$ cat src/rtl/exc_pkg.sv
package exc_pkg;

   localparam int PRIO_FIELD_W = 8;
   localparam int FIXED_LAST   = 3;
   localparam int FIRST_PROG   = 4;

   // ordering key: MSB 0 marks a fixed source, lower value is more urgent
   typedef logic [PRIO_FIELD_W:0] exc_key_t;

   function automatic logic [PRIO_FIELD_W-1:0] group_mask(input logic [2:0] grp);
      logic [PRIO_FIELD_W-1:0] m;
      for (int i = 0; i < PRIO_FIELD_W; i++) m[i] = (i > int'(grp));
      return m;
   endfunction

   function automatic exc_key_t rank_key(input logic                    fixed_src,
                                         input logic [1:0]              rank,
                                         input logic [PRIO_FIELD_W-1:0] prio,
                                         input logic [PRIO_FIELD_W-1:0] mask);
      return fixed_src ? {7'd0, rank} : {1'b1, prio & mask};
   endfunction

endpackage

$ cat src/rtl/exc_prio_regs.sv
module exc_prio_regs #(
   parameter  int N_SRC     = 16,
   parameter  int PRIO_BITS = 4,
   localparam int NW        = $clog2(N_SRC)
) (
   input  logic                  clk,
   input  logic                  rst_n,
   input  logic                  we,
   input  logic [NW-1:0]         idx,
   input  logic [PRIO_BITS-1:0]  wdata,
   output logic [N_SRC-1:0][7:0] prio8
);

   for (genvar k = 0; k < N_SRC; k++) begin : g_src
      if (k >= exc_pkg::FIRST_PROG) begin : g_prog
         logic [PRIO_BITS-1:0] lvl_q;
         always_ff @(posedge clk or negedge rst_n) begin
            if (!rst_n)                       lvl_q <= '0;
            else if (we && idx == NW'(k))     lvl_q <= wdata;
         end
         if (PRIO_BITS == 8) begin : g_full
            assign prio8[k] = lvl_q;
         end else begin : g_part
            assign prio8[k] = {lvl_q, {(8-PRIO_BITS){1'b0}}};
         end
      end else begin : g_fixed
         assign prio8[k] = '0;
      end
   end

endmodule

$ cat src/rtl/exc_state_bank.sv
module exc_state_bank #(
   parameter  int N_SRC = 16,
   localparam int NW    = $clog2(N_SRC)
) (
   input  logic             clk,
   input  logic             rst_n,
   input  logic [N_SRC-1:0] set_mask,
   input  logic [N_SRC-1:0] clr_mask,
   input  logic             take,
   input  logic [NW-1:0]    take_num,
   input  logic             drop,
   input  logic [NW-1:0]    drop_num,
   output logic [N_SRC-1:0] pend_o,
   output logic [N_SRC-1:0] act_o
);

   for (genvar k = 0; k < N_SRC; k++) begin : g_src
      logic pend_q, act_q;
      always_ff @(posedge clk or negedge rst_n) begin
         if (!rst_n) begin
            pend_q <= 1'b0;
            act_q  <= 1'b0;
         end else begin
            if (set_mask[k])
               pend_q <= 1'b1;
            else if (clr_mask[k] || (take && take_num == NW'(k)))
               pend_q <= 1'b0;
            if (take && take_num == NW'(k))
               act_q <= 1'b1;
            else if (drop && drop_num == NW'(k))
               act_q <= 1'b0;
         end
      end
      assign pend_o[k] = pend_q;
      assign act_o[k]  = act_q;
   end

endmodule

$ cat src/rtl/exc_arb.sv
module exc_arb #(
   parameter  int N_SRC = 16,
   localparam int NW    = $clog2(N_SRC)
) (
   input  logic [N_SRC-1:0]      elig,
   input  logic [N_SRC-1:0][7:0] prio8,
   input  logic [2:0]            grp,
   input  logic                  top_valid,
   input  logic [NW-1:0]         top_num,
   output logic [NW-1:0]         hp_num,
   output logic                  preempt
);
   import exc_pkg::*;

   logic [7:0] gmask;
   exc_key_t   best_full, best_grp, top_grp, cand;
   logic       found, top_fixed, k_fixed;

   always_comb begin
      gmask     = group_mask(grp);
      best_full = '1;
      best_grp  = '1;
      found     = 1'b0;
      hp_num    = '0;
      for (int k = 0; k < N_SRC; k++) begin
         k_fixed = (k >= 1) && (k <= FIXED_LAST);
         cand    = rank_key(k_fixed, 2'(k - 1), prio8[k], 8'hFF);
         if (elig[k] && (!found || cand < best_full)) begin
            found     = 1'b1;
            best_full = cand;
            best_grp  = rank_key(k_fixed, 2'(k - 1), prio8[k], gmask);
            hp_num    = NW'(k);
         end
      end
      top_fixed = (top_num >= NW'(1)) && (top_num <= NW'(FIXED_LAST));
      top_grp   = rank_key(top_fixed, 2'(top_num - 1'b1), prio8[top_num], gmask);
      preempt   = found && (!top_valid || best_grp < top_grp);
   end

endmodule

$ cat src/rtl/exc_nest_stack.sv
module exc_nest_stack #(
   parameter  int N_SRC = 16,
   parameter  int DEPTH = 19,
   localparam int NW    = $clog2(N_SRC),
   localparam int AW    = $clog2(DEPTH),
   localparam int CW    = $clog2(DEPTH + 1)
) (
   input  logic          clk,
   input  logic          rst_n,
   input  logic          push,
   input  logic [NW-1:0] push_num,
   input  logic          pop,
   output logic          top_valid,
   output logic [NW-1:0] top_num
);

   logic [NW-1:0] slot_q [DEPTH];
   logic [CW-1:0] cnt_q;
   logic          room;

   assign room = (cnt_q != CW'(DEPTH));

   always_ff @(posedge clk) begin
      if (push && room) slot_q[AW'(cnt_q)] <= push_num;
   end

   always_ff @(posedge clk or negedge rst_n) begin
      if (!rst_n)                       cnt_q <= '0;
      else if (push && room)            cnt_q <= cnt_q + 1'b1;
      else if (pop && cnt_q != '0)      cnt_q <= cnt_q - 1'b1;
   end

   assign top_valid = (cnt_q != '0);
   assign top_num   = top_valid ? slot_q[AW'(cnt_q - 1'b1)] : '0;

endmodule

$ cat src/rtl/exc_ctrl.sv
module exc_ctrl #(
   parameter  int N_SRC     = 16,
   parameter  int PRIO_BITS = 4,
   parameter  int ADDR_W    = 6,
   localparam int NW        = $clog2(N_SRC)
) (
   input  logic              clk,
   input  logic              rst_n,
   input  logic [N_SRC-1:0]  src_req,
   input  logic              bus_we,
   input  logic [ADDR_W-1:0] bus_addr,
   input  logic [31:0]       bus_wdata,
   output logic [31:0]       bus_rdata,
   output logic              irq_req,
   input  logic              entry_ack,
   input  logic              ret_valid,
   output logic [NW-1:0]     act_num,
   output logic [NW-1:0]     pend_num
);

   // every programmable group level plus the fixed sources can nest once
   localparam int DEPTH = (1 << PRIO_BITS) + exc_pkg::FIXED_LAST;

   localparam logic [ADDR_W-1:0] A_EN   = ADDR_W'(0);
   localparam logic [ADDR_W-1:0] A_SET  = ADDR_W'(1);
   localparam logic [ADDR_W-1:0] A_CLR  = ADDR_W'(2);
   localparam logic [ADDR_W-1:0] A_ACT  = ADDR_W'(3);
   localparam logic [ADDR_W-1:0] A_GRP  = ADDR_W'(4);
   localparam logic [ADDR_W-1:0] A_PRIO = ADDR_W'(32);

   localparam logic [N_SRC-1:0] FIXED_MASK = N_SRC'(14);
   localparam logic [N_SRC-1:0] PROG_MASK  = ~N_SRC'(15);

   if (N_SRC < 5 || N_SRC > 32) begin : g_bad_nsrc
      $error("exc_ctrl: N_SRC must lie in 5..32");
   end
   if (PRIO_BITS < 1 || PRIO_BITS > 8) begin : g_bad_prio
      $error("exc_ctrl: PRIO_BITS must lie in 1..8");
   end
   if (ADDR_W < 6) begin : g_bad_addr
      $error("exc_ctrl: ADDR_W must be at least 6");
   end

   logic [N_SRC-1:0]      en_q, pend_v, act_v, set_mask, clr_mask, wsel;
   logic [2:0]            grp_q;
   logic [N_SRC-1:0][7:0] prio8;
   logic [ADDR_W-1:0]     prio_off;
   logic                  in_prio, take, drop, top_valid, preempt;
   logic [NW-1:0]         top_num, hp_num;
   logic                  unused_wdata;

   assign unused_wdata = ^bus_wdata;
   assign wsel         = bus_wdata[N_SRC-1:0];
   assign prio_off     = bus_addr - A_PRIO;
   assign in_prio      = (bus_addr >= A_PRIO) && (prio_off < ADDR_W'(N_SRC));

   assign set_mask = (src_req | ((bus_we && bus_addr == A_SET) ? wsel : '0)) & ~N_SRC'(1);
   assign clr_mask = (bus_we && bus_addr == A_CLR) ? wsel : '0;

   always_ff @(posedge clk or negedge rst_n) begin
      if (!rst_n) begin
         en_q  <= '0;
         grp_q <= '0;
      end else if (bus_we) begin
         if (bus_addr == A_EN)  en_q  <= wsel & PROG_MASK;
         if (bus_addr == A_GRP) grp_q <= bus_wdata[2:0];
      end
   end

   always_comb begin
      bus_rdata = '0;
      case (bus_addr)
         A_EN:         bus_rdata[N_SRC-1:0] = en_q;
         A_SET, A_CLR: bus_rdata[N_SRC-1:0] = pend_v;
         A_ACT:        bus_rdata[N_SRC-1:0] = act_v;
         A_GRP:        bus_rdata[2:0]       = grp_q;
         default:      if (in_prio) bus_rdata[7:0] = prio8[prio_off[NW-1:0]];
      endcase
   end

   assign take = entry_ack && irq_req && !ret_valid;
   assign drop = ret_valid && top_valid;

   exc_prio_regs #(.N_SRC(N_SRC), .PRIO_BITS(PRIO_BITS)) u_prio (
      .clk   (clk),
      .rst_n (rst_n),
      .we    (bus_we && in_prio),
      .idx   (prio_off[NW-1:0]),
      .wdata (bus_wdata[7 -: PRIO_BITS]),
      .prio8 (prio8)
   );

   exc_state_bank #(.N_SRC(N_SRC)) u_state (
      .clk      (clk),
      .rst_n    (rst_n),
      .set_mask (set_mask),
      .clr_mask (clr_mask),
      .take     (take),
      .take_num (hp_num),
      .drop     (drop),
      .drop_num (top_num),
      .pend_o   (pend_v),
      .act_o    (act_v)
   );

   exc_arb #(.N_SRC(N_SRC)) u_arb (
      .elig      (pend_v & (en_q | FIXED_MASK)),
      .prio8     (prio8),
      .grp       (grp_q),
      .top_valid (top_valid),
      .top_num   (top_num),
      .hp_num    (hp_num),
      .preempt   (preempt)
   );

   exc_nest_stack #(.N_SRC(N_SRC), .DEPTH(DEPTH)) u_stack (
      .clk       (clk),
      .rst_n     (rst_n),
      .push      (take),
      .push_num  (hp_num),
      .pop       (drop),
      .top_valid (top_valid),
      .top_num   (top_num)
   );

   assign irq_req  = preempt;
   assign act_num  = top_num;
   assign pend_num = hp_num;

endmodule

$ cat config.mk
export PLATFORM = sky130hd
export DESIGN_NAME = exc_ctrl
export DESIGN_NICKNAME = d
export VERILOG_FILES = /design/src/rtl/exc_pkg.sv /design/src/rtl/exc_prio_regs.sv /design/src/rtl/exc_state_bank.sv /design/src/rtl/exc_arb.sv /design/src/rtl/exc_nest_stack.sv /design/src/rtl/exc_ctrl.sv
export SDC_FILE = /design/constraint.sdc
export NUM_CORES = 1
export LEC_CHECK = 0
export BUFFER_PORTS_ARGS = -buffer_cell sky130_fd_sc_hd__buf_2
export CAP_MARGIN = 40
export CORE_MARGIN = 3
export CORE_UTILIZATION = 45
export CTS_CLUSTER_DIAMETER = 100
export DETAILED_ROUTE_END_ITERATION = 8
export PLACE_DENSITY = 0.65
export SLEW_MARGIN = 20
export SYNTH_ARGS = -nofsm -noshare
export SYNTH_HDL_FRONTEND = slang
export SYNTH_SLANG_ARGS = --single-unit
$ cat constraint.sdc
create_clock -name clk -period 33 [get_ports clk]
set_input_delay 1.65 -clock clk [delete_from_list [all_inputs] [get_ports clk]]
set_output_delay 1.65 -clock clk [all_outputs]
set_load 0.005 [all_outputs]
; Word-level counts from Yosys, hierarchy flattened
; Memory sizes are Yosys's and may differ from the RTL's.
; Index checks and enable logic that the tools add are counted.
; Widths: inputs -> output; s select.
[totals]
reg_bits = 99
ram_bits = 76
inputBits = 59
output_inout_bits = 41
word_cells = 435
memories = 1
[classes]
add_sub_neg = 4
magnitude_cmp = 29
n_eq_ne = 47
muxes = 136
bitwise = 15
n_reduce_logical = 157
[mem_list]
columns = memory, words, word_bits, rd, rd_clocked_by_memory_dff, write_ports, line
row1 = u_stack.slot_q, 19, 4, 1, 0, 1, exc_nest_stack.sv:17  ; logic [NW-1:0] slot_q [DEPTH];
[op_table]
columns = operator, count
row1 = $mux 9, 27
row2 = $lt 9x9->1, 13
row3 = $and 8x8->8, 13
row4 = $eq 4x4->1 const B, 24
row5 = $mux 1, 81
row6 = $logic_and 1x1->1, 70
row7 = $bmux 8 s4, 2
row8 = $reduce_bool 2->1, 32
row9 = $mux 4, 15
row10 = $eq 4x3->1 const B, 12
row11 = $mux 16, 2
row12 = $mux 8, 4
row13 = $logic_or 1x1->1, 31
row14 = $pmux 8 s3, 1
row15 = $pmux 5 s4, 1
row16 = $lt 1x9->1 const A, 2
row17 = $logic_not 1->1, 17
row18 = $and 16x16->16, 1
row19 = $eq 4x2->1 const B, 4
row20 = $or 16x16->16, 1
row21 = $eq 6x2->1 const B, 2
row22 = $gt 3x3->1 const A, 4
row23 = $pmux 3 s4, 1
row24 = $lt 4x5->1 const B, 2
row25 = 21 further kinds, 26

; Longest topological paths before layout
; Gate-level depths: netlist (run 1).
[depth]
word_depth = 71
ltp_mapped = 112
depth_no_buf = 105

; Hierarchy
; A second synthesis (run 1) with hierarchy kept.
[unflattened]
cells_unflattened = 1719
hier_area_um2 = 16549.6
[by_module_without_submodules]
columns = mod, n_inst, cells_per_inst, area_each_um2
row1 = exc_arb, 1, 874, 6331.1
row2 = exc_nest_stack, 1, 244, 3522.1
row3 = exc_ctrl, 1, 241, 2655.0
row4 = exc_prio_regs, 1, 199, 2459.9
row5 = exc_state_bank, 1, 161, 1581.5

; Worst setup path before layout (run 1)
; No wires, ideal clock.
[synth_path]
kind = reg-to-output
start = register u_state.g_src[1].pend_q
end = output irq_req
arrival_ps = 19087
t_required_ps = 31350
setup_slack_ps = 12263
stages_incl_launch_ff = 96
cell_sequence = dfrtp_1 -> clkbuf_1 -> nor3_4 -> buf_2 -> buf_1 -> o21ai_0 -> ha_1 -> o211ai_1 -> a21oi_1 -> nor2_1 -> nand2_1 -> o21ai_0 -> inv_1 -> ha_1 -> nor4bb_1 -> o211ai_1 -> o211ai_1 -> buf_2 -> [... 60 more ...] -> a21o_1 -> ha_1 -> a21o_1 -> nand2_1 -> a31oi_1 -> nor4_1 -> a41oi_1 -> clkbuf_1 -> nor2_1 -> a21oi_1 -> o21ai_0 -> ha_1 -> nand4_1 -> nor3_1 -> nand4b_1 -> o41a_1 -> nor3_1 -> nor2_1
[synth_between]
elab_chain_cells = 62
word_cells_on_any_way = 102
cone_classes = order compare: 15 / mux: 41 / bitwise: 1 / reduce/logical: 45
[synth_rtl]
columns = item, line
row1 = "start, declared", exc_state_bank.sv:18  ; logic pend_q, act_q;
row2 = "start signal, assigned", exc_state_bank.sv:21  ; pend_q <= 1'b0;
row3 = "start signal, assigned", exc_state_bank.sv:25  ; pend_q <= 1'b1;
row4 = "start signal, assigned", exc_state_bank.sv:27  ; pend_q <= 1'b0;
row5 = $and 16x16->16 (*), exc_ctrl.sv:107  ; .elig (pend_v & (en_q | FIXED_MASK)),
row6 = $logic_and 1x1->1 (*), exc_arb.sv:28  ; if (elig[k] && (!found || cand < best_full)) begin
row7 = $mux 9 or $mux 1 (tied branches), exc_arb.sv:28
row8 = $lt 1x9->1 or $logic_not 1->1 (tied branches), exc_arb.sv:28
row9 = $logic_or 1x1->1, exc_arb.sv:28
row10 = $logic_and 1x1->1, exc_arb.sv:28
row11 = $mux 9 or $mux 1 (tied branches), exc_arb.sv:28
row12 = $lt 2x9->1 or $logic_not 1->1 (tied branches), exc_arb.sv:28
row13 = [... 46 more ...], -
row14 = $mux 9 or $mux 1 (tied branches), exc_arb.sv:28
row15 = $lt 9x9->1 or $logic_not 1->1 (tied branches), exc_arb.sv:28
row16 = $logic_or 1x1->1, exc_arb.sv:28
row17 = $logic_and 1x1->1, exc_arb.sv:28
row18 = $mux 9, exc_arb.sv:28
row19 = $lt 9x9->1, exc_arb.sv:37  ; preempt = found && (!top_valid || best_grp < top_grp);
row20 = $logic_or 1x1->1, exc_arb.sv:37
row21 = $logic_and 1x1->1 (*), exc_arb.sv:37
row22 = "end, declared", exc_ctrl.sv:14  ; output logic irq_req,
; Mark *: on every way between the ends. The rest lies on a longest branch, timed or not.

; Worst setup path after layout (run 1)
[layout_path]
start = register u_state.g_src[3].pend_q
end = output irq_req
[layout_between]
elab_chain_cells = 54
word_cells_on_any_way = 90
cone_classes = order compare: 13 / mux: 37 / bitwise: 1 / reduce/logical: 39
[layout_rtl]
columns = item, line
row1 = "start, declared", exc_state_bank.sv:18
row2 = "start signal, assigned", exc_state_bank.sv:21
row3 = "start signal, assigned", exc_state_bank.sv:25
row4 = "start signal, assigned", exc_state_bank.sv:27
row5 = $and 16x16->16 (*), exc_ctrl.sv:107
row6 = $logic_and 1x1->1 (*), exc_arb.sv:28
row7 = $mux 9 or $mux 1 (tied branches), exc_arb.sv:28
row8 = $lt 9x9->1 or $logic_not 1->1 (tied branches), exc_arb.sv:28
row9 = $logic_or 1x1->1, exc_arb.sv:28
row10 = $logic_and 1x1->1, exc_arb.sv:28
row11 = $mux 9 or $mux 1 (tied branches), exc_arb.sv:28
row12 = $lt 9x9->1 or $logic_not 1->1 (tied branches), exc_arb.sv:28
row13 = [... 38 more ...], -
row14 = $mux 9 or $mux 1 (tied branches), exc_arb.sv:28
row15 = $lt 9x9->1 or $logic_not 1->1 (tied branches), exc_arb.sv:28
row16 = $logic_or 1x1->1, exc_arb.sv:28
row17 = $logic_and 1x1->1, exc_arb.sv:28
row18 = $mux 9, exc_arb.sv:28
row19 = $lt 9x9->1, exc_arb.sv:37
row20 = $logic_or 1x1->1, exc_arb.sv:37
row21 = $logic_and 1x1->1 (*), exc_arb.sv:37
; Marked as above.

==> impl_metrics.csv, run 1 <==
group,metric,value,unit
sta,hold_violations,0,
clocking,postCtsHoldBufs,0,
cells_and_area,fill_cells,2266,
sta,rsz0062_at_grt,"no",
sta,holdWs,0.512,ns
power,vdd_drop_max,0.0000543,V
synth,syn_area,11500,um2
die,dieArea,27400,um2
die,initial_core_util,46.5,%
sta,final.setup.tns,0,ns
sta,tightest_slew,0.852,ns
power,p_leak,5.25,nW
routing,vias,9552,
clocking,cts_buffers,17,
routing,via_per_inst,6.27,
grt,grt_pass1_wl,54300,um
placed_design,dpl.hpwl,25400,um
die,core,24700,um2
synth,synth_top_area_share,21.6,%
outcome,status,"finished, final reports clean",
clocking,h-tree-depth,4,
grt,track_usage,25.1,%
grt,antenna_found_initial,0,
sta,period_share,73.5,%
die,die_x,166,um
grt,grt_max_degree,39,
critical_path,crit_top_cell,"ha_1",
grt,grt_pass1_vias,9339,
clocking,cts_resized,0,
synth,synthArstFlopShare,56.6,%
critical_path,critPathLaunchType,"register",
cells_and_area,post-route-cell-area,12700,um2
power,total_power,0.926,mW
cells_and_area,fin_nets,1299,
synth,yosysSeqAreaShare,41.5,%
synth,netlist_top_cells_count,"nand2_1, dfrtp_1, edfxtp_1, mux2_2, o21ai_0",
grt,overflow,0,
synth,syn_inst,1135,
placed_design,place_area,12100,um2
critical_path,arrival,22.62,ns
sta,fmax,0.0412,GHz
synth,ys_ff_latch,175,
die,die_y,166,um
routing,routed_wl,34600,um
sta,period_needed,24.27,ns
placed_design,io_buffers,66,
routing,drc,0,
sta,clock_skew,0.0179,ns
synth,synth_ff_type,"dfrtp_1",
cells_and_area,antenna_cells,0,
critical_path,slowest_stage,"a211oi_1",
clocking,postCtsSetupBuffers,0,
sta,setup_viol,0,
routing,drt.antenna.violating_nets,0,
synth,synth_top_area_cell,"dfrtp_1",
clocking,cts_tree,"built",
clocking,clk_pin_slew_worst_paths,0.08,ns
clocking,cts_root_buf,"clkbuf_16",
critical_path,crit_path_max_incr_delay,0.54,ns
critical_path,critPathBufInv,10,
sta,drv_slew,0,
critical_path,worstPathMaxFanout,28,
power,power_density,72.7,nW/um2
sta,max_slew_margin,42.4,%
critical_path,path_class,"reg -> out",
synth,yosysWarnings,0,
routing,drt_iter0_drc,964,
routing,drt_pass1_iterations,7,
synth,ys_types,91,
routing,routedWlPerCell,22.7,um
run,max-cap-violations,0,
critical_path,crit_family,"compound AO/OA/AOI/OAI gates",
critical_path,rrSetupSlack,9.23,ns
placed_design,gp_congestion,0.914,
clocking,max-clock-path-buffers,2,
die,io_pins,100,
synth,synth_edf_count,76,
critical_path,crit_path_end_kind,"output port",
clocking,insertion_delay,0.45,ns
synth,synthTopCellsByArea,"dfrtp_1, edfxtp_1, mux2_2",
clocking,clock-sinks,175,
critical_path,cp_data_required_time,31.35,ns
cells_and_area,drive_gt1_share,20.5,%
synth,yosysMostFrequentCell,"nand2_1",
worst_hold_path,min_path_type,"reg -> reg",
die,rows,57,
cells_and_area,area_delta_synth_final,11.0,%
synth,syn_area_per_cell,10.1,um2
logic make-up (layout without fill, tap and decap cells):
| group | Yosys count | in the layout | synth area share (%) |
|---|---|---|---|
| AOI/OAI and AO/OA | 275 | 275 | 16.7 |
| xor gates and xnor gates | 9 | 9 | 0.687 |
| adders and majority gates | 54 | 54 | 5.87 |
| buffers and inverters | 109 | 159 | 4.39 |
| DFF | 175 | 175 | 41.5 |
| muxes | 111 | 111 | 13.7 |
| other | 1 | 16 | 0.0327 |
| and+or+nand+nor | 401 | 401 | 17.1 |
layout by cell type, fill, tap and decap left out, types with 37 or more instances in the layout:
cell type and count:
nand2_1 170, dfrtp_1 99, edfxtp_1 76, buf_2 66, mux2_2 65, nor2_1 63
o21ai_0 63, ha_1 53, a21oi_1 48, inv_1 39, nand3_1 37
registers in the layout, summed over array words and instances (netlist names):
name / cells
u_state.g_src.act_q: 16
u_stack.cnt_q: 5
en_q: 12
u_stack.slot_q: 76
grp_q: 3
u_prio.g_src.g_prog.lvl_q: 48
u_state.g_src.pend_q: 15
worst paths after layout:
path	startpoint	end	cells after the start
worst max register to register	u_state.g_src[3].pend_q$_DFFE_PN0P_	u_state.g_src[6].pend_q$_DFFE_PN0P_	98
worst max-delay path	u_state.g_src[3].pend_q$_DFFE_PN0P_	irq_req	95
min in group asynchronous	rst_n	u_prio.g_src[10].g_prog.lvl_q[1]$_DFFE_PN0P_	1
max in group asynchronous	rst_n	u_state.g_src[4].pend_q$_DFFE_PN0P_	3
worst min-delay path	u_state.g_src[0].act_q$_DFFE_PN0P_	u_state.g_src[0].act_q$_DFFE_PN0P_	1
worst min register to register	u_state.g_src[0].act_q$_DFFE_PN0P_	u_state.g_src[0].act_q$_DFFE_PN0P_	1
report_power, final:
group	leakage (nW)	switching, mW	internal, mW	total, mW
Clock	0.308	0.111	0.107	0.218
Combinational	2.97	0.280	0.149	0.429
Sequential	1.97	0.0287	0.250	0.279
Total	5.25	0.419	0.506	0.926
area by class of cell:
class / count / area [um2] / share of cell area [%]
well taps: 324 / 405 / 3.19
flip-flops and latches: 175 / 4760 / 37.4
clock inverters: 15 / 215 / 1.69
inverters: 41 / 154 / 1.21
repair buffers: 86 / 493 / 3.87
clock buffers: 17 / 425 / 3.34
multi-input cells: 866 / 6270 / 49.3
through the flow:
step           instances  util (%)  setup slack, ns
2_1_floorplan       1150         -            12.26
3_3_place_gp        1488      48.8             9.63
3_5_place_dp        1492      49.0             9.63
4_1_cts             1524      51.6             9.06
5_1_grt             1524      51.6             6.99
6_report            1524      51.6             8.73
layer usage:
| layer | global-route usage (%) | up-vias | wire, um | part of all wire (%) |
|---|---|---|---|---|
| li1 | - | 4352 | - | - |
| met1 | 34.2 | 4682 | 14500 | 42 |
| met2 | 40.2 | 421 | 16300 | 47 |
| met3 | 3.88 | 97 | 2240 | 6.5 |
| met4 | 10.6 | 0 | 1550 | 4.5 |
| met5 | 0 | - | 0 | 0 |
worst reg2reg max path: cells and delay by family (launching register included):
| family | cells | cell delay [ns] |
|---|---|---|
| AOI/OAI and AO/OA | 44 | 10.14 |
| and+or+nand+nor | 26 | 5.93 |
| adders and majority gates | 12 | 3.35 |
| muxes | 6 | 2.22 |
| buffers and inverters | 10 | 1.53 |
| DFF | 1 | 0.50 |
Power figures use the tool's default switching activity.
==> run 2, diff against run 1 <==
--- a/config.mk
+++ b/config.mk
@@ -11,7 +11,7 @@
 export CORE_UTILIZATION = 45
 export CTS_CLUSTER_DIAMETER = 100
 export DETAILED_ROUTE_END_ITERATION = 8
-export PLACE_DENSITY = 0.65
+export PLACE_DENSITY = 0.67
 export SLEW_MARGIN = 20
 export SYNTH_ARGS = -nofsm -noshare
 export SYNTH_HDL_FRONTEND = slang
==> constraint.sdc (replaced) <==
create_clock -name clk -period 22.1 [get_ports clk]
set_input_delay 1.105 -clock clk [delete_from_list [all_inputs] [get_ports clk]]
set_output_delay 1.105 -clock clk [all_outputs]
set_load 0.005 [all_outputs]
==> run 2 against run 1 <==
Against the previous run:
- core utilization is 1.9 points higher
- global-route usage is 0.18 points lower
- cell count is 2.1% higher
- die area stayed put
- worst hold slack worse by 0.013 ns
- sequential power is 49% higher
- worst setup slack worse by 7.7 ns
- sequential share of layout area is 1.3 points lower
- via count is 1.8% higher
- sequential cell count stayed put
- largest power group unchanged
- highest routed layer is now met5
==> impl_metrics.csv, run 2 (synthesis results as in run 1) <==
group,metric,value,unit
grt,track_usage,24.9,%
cells_and_area,post-route-cell-area,13200,um2
die,initial_core_util,46.5,%
grt,grt_pass1_wl,53900,um
clocking,max-clock-path-buffers,2,
critical_path,rrSetupSlack,1.19,ns
routing,routedWlPerCell,22.6,um
sta,final.setup.tns,0,ns
power,total_power,1.39,mW
clocking,cts_buffers,17,
routing,drt_iter0_drc,959,
critical_path,crit_family,"compound AO/OA/AOI/OAI gates",
sta,period_needed,21.03,ns
power,vdd_drop_max,0.0000953,V
sta,clock_skew,0.0142,ns
critical_path,worstPathMaxFanout,7,
placed_design,dpl.hpwl,25600,um
clocking,clock-sinks,175,
routing,vias,9722,
routing,routed_wl,35200,um
cells_and_area,antenna_cells,0,
critical_path,cp_data_required_time,21.00,ns
routing,via_per_inst,6.25,
clocking,insertion_delay,0.45,ns
critical_path,slowest_stage,"or3b_2",
critical_path,regToRegStartpoint,"u_state.g_src[1].pend_q$_DFFE_PN0P_",
clocking,clk_pin_slew_worst_paths,0.08,ns
worst_hold_path,min_path_type,"reg -> reg",
power,p_leak,5.43,nW
run,max-cap-violations,0,
clocking,cts_root_buf,"clkbuf_16",
critical_path,critPathBufInv,14,
clocking,cts_tree,"built",
critical_path,path_class,"reg -> out",
cells_and_area,layout_common_cells,"nand2_1, dfrtp_1, edfxtp_1",
routing,drt_pass1_iterations,7,
die,dieArea,27400,um2
sta,tightest_slew,0.897,ns
clocking,h-tree-depth,4,
critical_path,crit_start,"u_state.g_src[1].pend_q$_DFFE_PN0P_",
sta,layout_setup_ws,1.07,ns
die,io_pins,100,
grt,grt_pass1_vias,9320,
die,die_x,166,um
placed_design,io_buffers,66,
critical_path,crit_top_cell,"ha_1",
critical_path,arrival,19.92,ns
cells_and_area,top_register,"u_stack.slot_q",
clocking,postCtsHoldBufs,0,
cells_and_area,fin_nets,1331,
sta,holdWs,0.500,ns
critical_path,crit_path_max_incr_delay,0.52,ns
routing,drc,0,
placed_design,gp_congestion,0.952,
cells_and_area,finalNonFillerCells,1556,
die,rows,57,
placed_design,dp.cells,1498,
sta,fmax,0.0476,GHz
cells_and_area,reg_top3,"u_stack.slot_q: 76 flops, u_prio.g_src.g_prog.lvl_q: 48 flops, u_state.g_src.act_q: 16 flops",
sta,hold_violations,0,
sta,drv_slew,0,
critical_path,crit_path_end_kind,"output port",
cells_and_area,final_common_cell,"nand2_1",
routing,drt.antenna.violating_nets,0,
grt,overflow,0,
placed_design,post-place-ws,-0.621,ns
die,core,24700,um2
sta,period_share,95.2,%
cells_and_area,area_delta_synth_final,15.0,%
cells_and_area,fill_cells,2230,
placed_design,place_area,12100,um2
cells_and_area,largest_register_ffs,76,
power,power_density,105,nW/um2
sta,max_slew_margin,39.4,%
die,die_y,166,um
cells_and_area,utilization,53.4,%
outcome,status,"finished, final reports clean",
grt,antenna_found_initial,1,
grt,grt_max_degree,42,
critical_path,critPathLaunchType,"register",
cells_and_area,drive_gt1_share,25.0,%
sta,setup_viol,0,
worst_hold_path,hp-start,"u_state.g_src[0].act_q$_DFFE_PN0P_",
==> run 2: cell count changes in the layout (fill, tap and decap cells not counted), moves of 3 or more <==
| cell | delta |
|---|---|
| a21oi_1 | -6 |
| a21oi_2 | +5 |
| a31oi_1 | -3 |
| buf_4 | +28 |
| o21ai_0 | -4 |
| o21ai_2 | +3 |
==> run 2: area by class of cell <==
class	count	area, um2	share of cell area, %
clock inverter	15	215	1.63
timing repair buffer	117	738	5.60
inverter	41	154	1.17
sequential	175	4760	36.1
clock buffer	17	425	3.23
multi-input combinational	867	6480	49.2
tap	324	405	3.07
==> run 2: what timing repair did <==
item,4_1_cts,5_1_grt
resized for setup,5,45
pin swaps,1,15
endpoints found under the hold margin,0,0
setup endpoints to repair,86,115
buffers inserted,3,21
cloned,0,1
==> run 2: routing by layer <==
layer | wire length (um) | track usage [%] | vias to the layer above
met5 | 12 | 0 | -
met4 | 1540 | 10.7 | 2
met3 | 2460 | 3.86 | 87
met2 | 16800 | 40.7 | 436
met1 | 14400 | 33.3 | 4792
li1 | - | - | 4405
==> run 2: path summary, 6_finish.rpt <==
path | end | cells past startpoint
worst max-delay path | irq_req | 99
worst min-delay path | u_state.g_src[0].act_q$_DFFE_PN0P_ | 1
worst max register to register | u_state.g_src[6].pend_q$_DFFE_PN0P_ | 102
worst min register to register | u_state.g_src[0].act_q$_DFFE_PN0P_ | 1
max in group asynchronous | grp_q[0]$_DFFE_PN0P_ | 3
min in group asynchronous | u_prio.g_src[10].g_prog.lvl_q[1]$_DFFE_PN0P_ | 1
==> run 2: report_power, final <==
group	switching [mW]	internal [mW]	total, mW
combinational	0.421	0.229	0.650
sequential	0.0412	0.374	0.415
clock	0.164	0.159	0.323
total	0.626	0.762	1.39
==> run 3, diff against run 2 <==
--- a/config.mk
+++ b/config.mk
@@ -9,8 +9,9 @@
 export CAP_MARGIN = 40
 export CORE_MARGIN = 3
 export CORE_UTILIZATION = 45
-export CTS_CLUSTER_DIAMETER = 100
+export CTS_CLUSTER_DIAMETER = 40
 export DETAILED_ROUTE_END_ITERATION = 8
+export MAX_ROUTING_LAYER = met4
 export PLACE_DENSITY = 0.67
 export SLEW_MARGIN = 20
 export SYNTH_ARGS = -nofsm -noshare
==> run 3 against run 2 <==
Against the previous run:
- critical path type unchanged
- die area stayed put
- clock skew up 0.0034 ns
- fmax fell by 0.26%
- worst setup slack got worse by 0.054 ns
- global-route usage is 0.82 points higher
- core utilization rose by 0.10 points
- total power grew 2.0%
- non-clock buffer count decreased by 2
- first-iteration DRC count up 4.8%
- register-to-register slack got worse by 0.07 ns
- combinational power increased by 3.1%
==> impl_metrics.csv, run 3 (synthesis results as in run 1) <==
group,metric,value,unit
outcome,status,"finished, final reports clean",
critical_path,arrival,19.98,ns
clocking,cts_root_buf,"clkbuf_16",
sta,hold_violations,0,
critical_path,cp_data_required_time,21.00,ns
clocking,h-tree-depth,4,
routing,drt_iter0_drc,1005,
die,initial_core_util,46.5,%
sta,holdWs,0.504,ns
die,die_y,166,um
routing,drt.antenna.violating_nets,0,
cells_and_area,utilization,53.5,%
grt,antenna_found_initial,0,
sta,drv_slew,0,
sta,fmax,0.0474,GHz
die,die_x,166,um
cells_and_area,layout_common_cells,"nand2_1, dfrtp_1, edfxtp_1",
cells_and_area,post-route-cell-area,13200,um2
routing,routed_wl,35600,um
placed_design,dp.cells,1497,
cells_and_area,largest_register_ffs,76,
critical_path,crit_path_max_incr_delay,0.44,ns
critical_path,worstPathMaxFanout,13,
cells_and_area,area_delta_synth_final,15.2,%
grt,grt_pass1_wl,54200,um
sta,period_needed,21.08,ns
sta,max_slew_margin,44.1,%
routing,met2WireLength,16800,um
die,core,24700,um2
clocking,cts_buffers,17,
run,max-cap-violations,0,
sta,setup_viol,0,
routing,dr.max_layer_used,"met4",
routing,routedWlPerCell,22.9,um
critical_path,crit_path_end_kind,"output port",
sta,period_share,95.4,%
sta,clock_skew,0.0176,ns
routing,vias,9736,
clocking,insertion_delay,0.45,ns
worst_hold_path,min_path_type,"reg -> reg",
clocking,clock-sinks,175,
sta,tightest_slew,0.827,ns
routing,drc,0,
routing,wl_met1,14700,um
grt,grt_max_degree,41,
power,p_leak,5.44,nW
cells_and_area,finalNonFillerCells,1553,
clocking,postCtsHoldBufs,0,
die,io_pins,100,
critical_path,critPathLaunchType,"register",
power,vdd_drop_max,0.0000642,V
routing,wl_met3,2710,um
cells_and_area,reg_top3,"u_stack.slot_q: 76 flops, u_prio.g_src.g_prog.lvl_q: 48 flops, u_state.g_src.act_q: 16 flops",
critical_path,slowest_stage,"or3b_4",
routing,drt_pass1_iterations,7,
grt,overflow,0,
die,rows,57,
cells_and_area,antenna_cells,0,
die,dieArea,27400,um2
critical_path,crit_top_cell,"ha_1",
clocking,clk_pin_slew_worst_paths,0.08,ns
grt,track_usage,25.8,%
cells_and_area,final_common_cell,"nand2_1",
clocking,max-clock-path-buffers,2,
routing,via_per_inst,6.27,
power,power_density,107,nW/um2
placed_design,dpl.hpwl,25900,um
cells_and_area,top_register,"u_stack.slot_q",
placed_design,place_area,12100,um2
cells_and_area,drive_gt1_share,25.3,%
placed_design,io_buffers,66,
critical_path,path_class,"reg -> out",
clocking,cts_tree,"built",
placed_design,gp_congestion,0.957,
grt,grt_pass1_vias,9273,
cells_and_area,fin_nets,1328,
## run 3: what timing repair did
| item | CTS | global route |
|---|---|---|
| gates resized for setup | 4 | 51 |
| pin swaps | 1 | 16 |
| buffers inserted | 1 | 21 |
| endpoints found under the setup margin | 82 | 116 |
## run 3: stage by stage
stage          power (mW)  setup WS [ns]  setup TNS, ns
2_1_floorplan       0.841           1.37              0
3_3_place_gp         1.04         -0.194         -0.194
3_5_place_dp         1.06         -0.442          -1.18
4_1_cts              1.39         0.0516              0
5_1_grt              1.49         -0.238         -0.386
6_report             1.42           1.02              0
## run 3: path summary, 6_finish.rpt
kind	slack [ns]	endpoint	cells past startpoint	startpoint
setup reg to reg	1.12	u_state.g_src[6].pend_q$_DFFE_PN0P_	99	u_state.g_src[1].pend_q$_DFFE_PN0P_
min in group asynchronous	0.55	u_prio.g_src[10].g_prog.lvl_q[1]$_DFFE_PN0P_	1	rst_n
hold / removal	0.50	u_state.g_src[0].act_q$_DFFE_PN0P_	1	u_state.g_src[0].act_q$_DFFE_PN0P_
max in group asynchronous	20.45	u_state.g_src[3].pend_q$_DFFE_PN0P_	3	rst_n
hold reg to reg	0.50	u_state.g_src[0].act_q$_DFFE_PN0P_	1	u_state.g_src[0].act_q$_DFFE_PN0P_
setup / recovery	1.02	irq_req	96	u_state.g_src[1].pend_q$_DFFE_PN0P_
## run 3: worst max-delay path: cells and delay by family (launching register included)
| family | cells | cell delay (ns) |
|---|---|---|
| adders and majority gates | 12 | 3.35 |
| buffers and inverters | 9 | 1.01 |
| and+or+nand+nor | 28 | 4.74 |
| AOI/OAI and AO/OA | 41 | 7.93 |
| muxes | 6 | 2.07 |
| DFF | 1 | 0.41 |
## run 3: layer usage
layer,GRT usage [%],up-vias
met2,40.3,453
met5,-,-
li1,-,4414
met4,9.26,0
met3,4.10,87
met1,34.3,4782
## run 3: area by class of cell
| class | count | area (um2) |
|---|---|---|
| clock inverter | 15 | 224 |
| tap | 324 | 405 |
| sequential | 175 | 4760 |
| clock buffer | 17 | 425 |
| inverter | 41 | 154 |
| fill | 2227 | 11500 |
| timing repair buffer | 115 | 736 |
| multi-input combinational | 866 | 6500 |
## run 3: power by group
| group | total, mW | internal, mW | leakage [nW] | switching, mW |
|---|---|---|---|---|
| sequential | 0.415 | 0.374 | 1.97 | 0.0412 |
| clock | 0.330 | 0.161 | 0.313 | 0.169 |
| combinational | 0.670 | 0.241 | 3.15 | 0.429 |
| total | 1.42 | 0.776 | 5.44 | 0.639 |
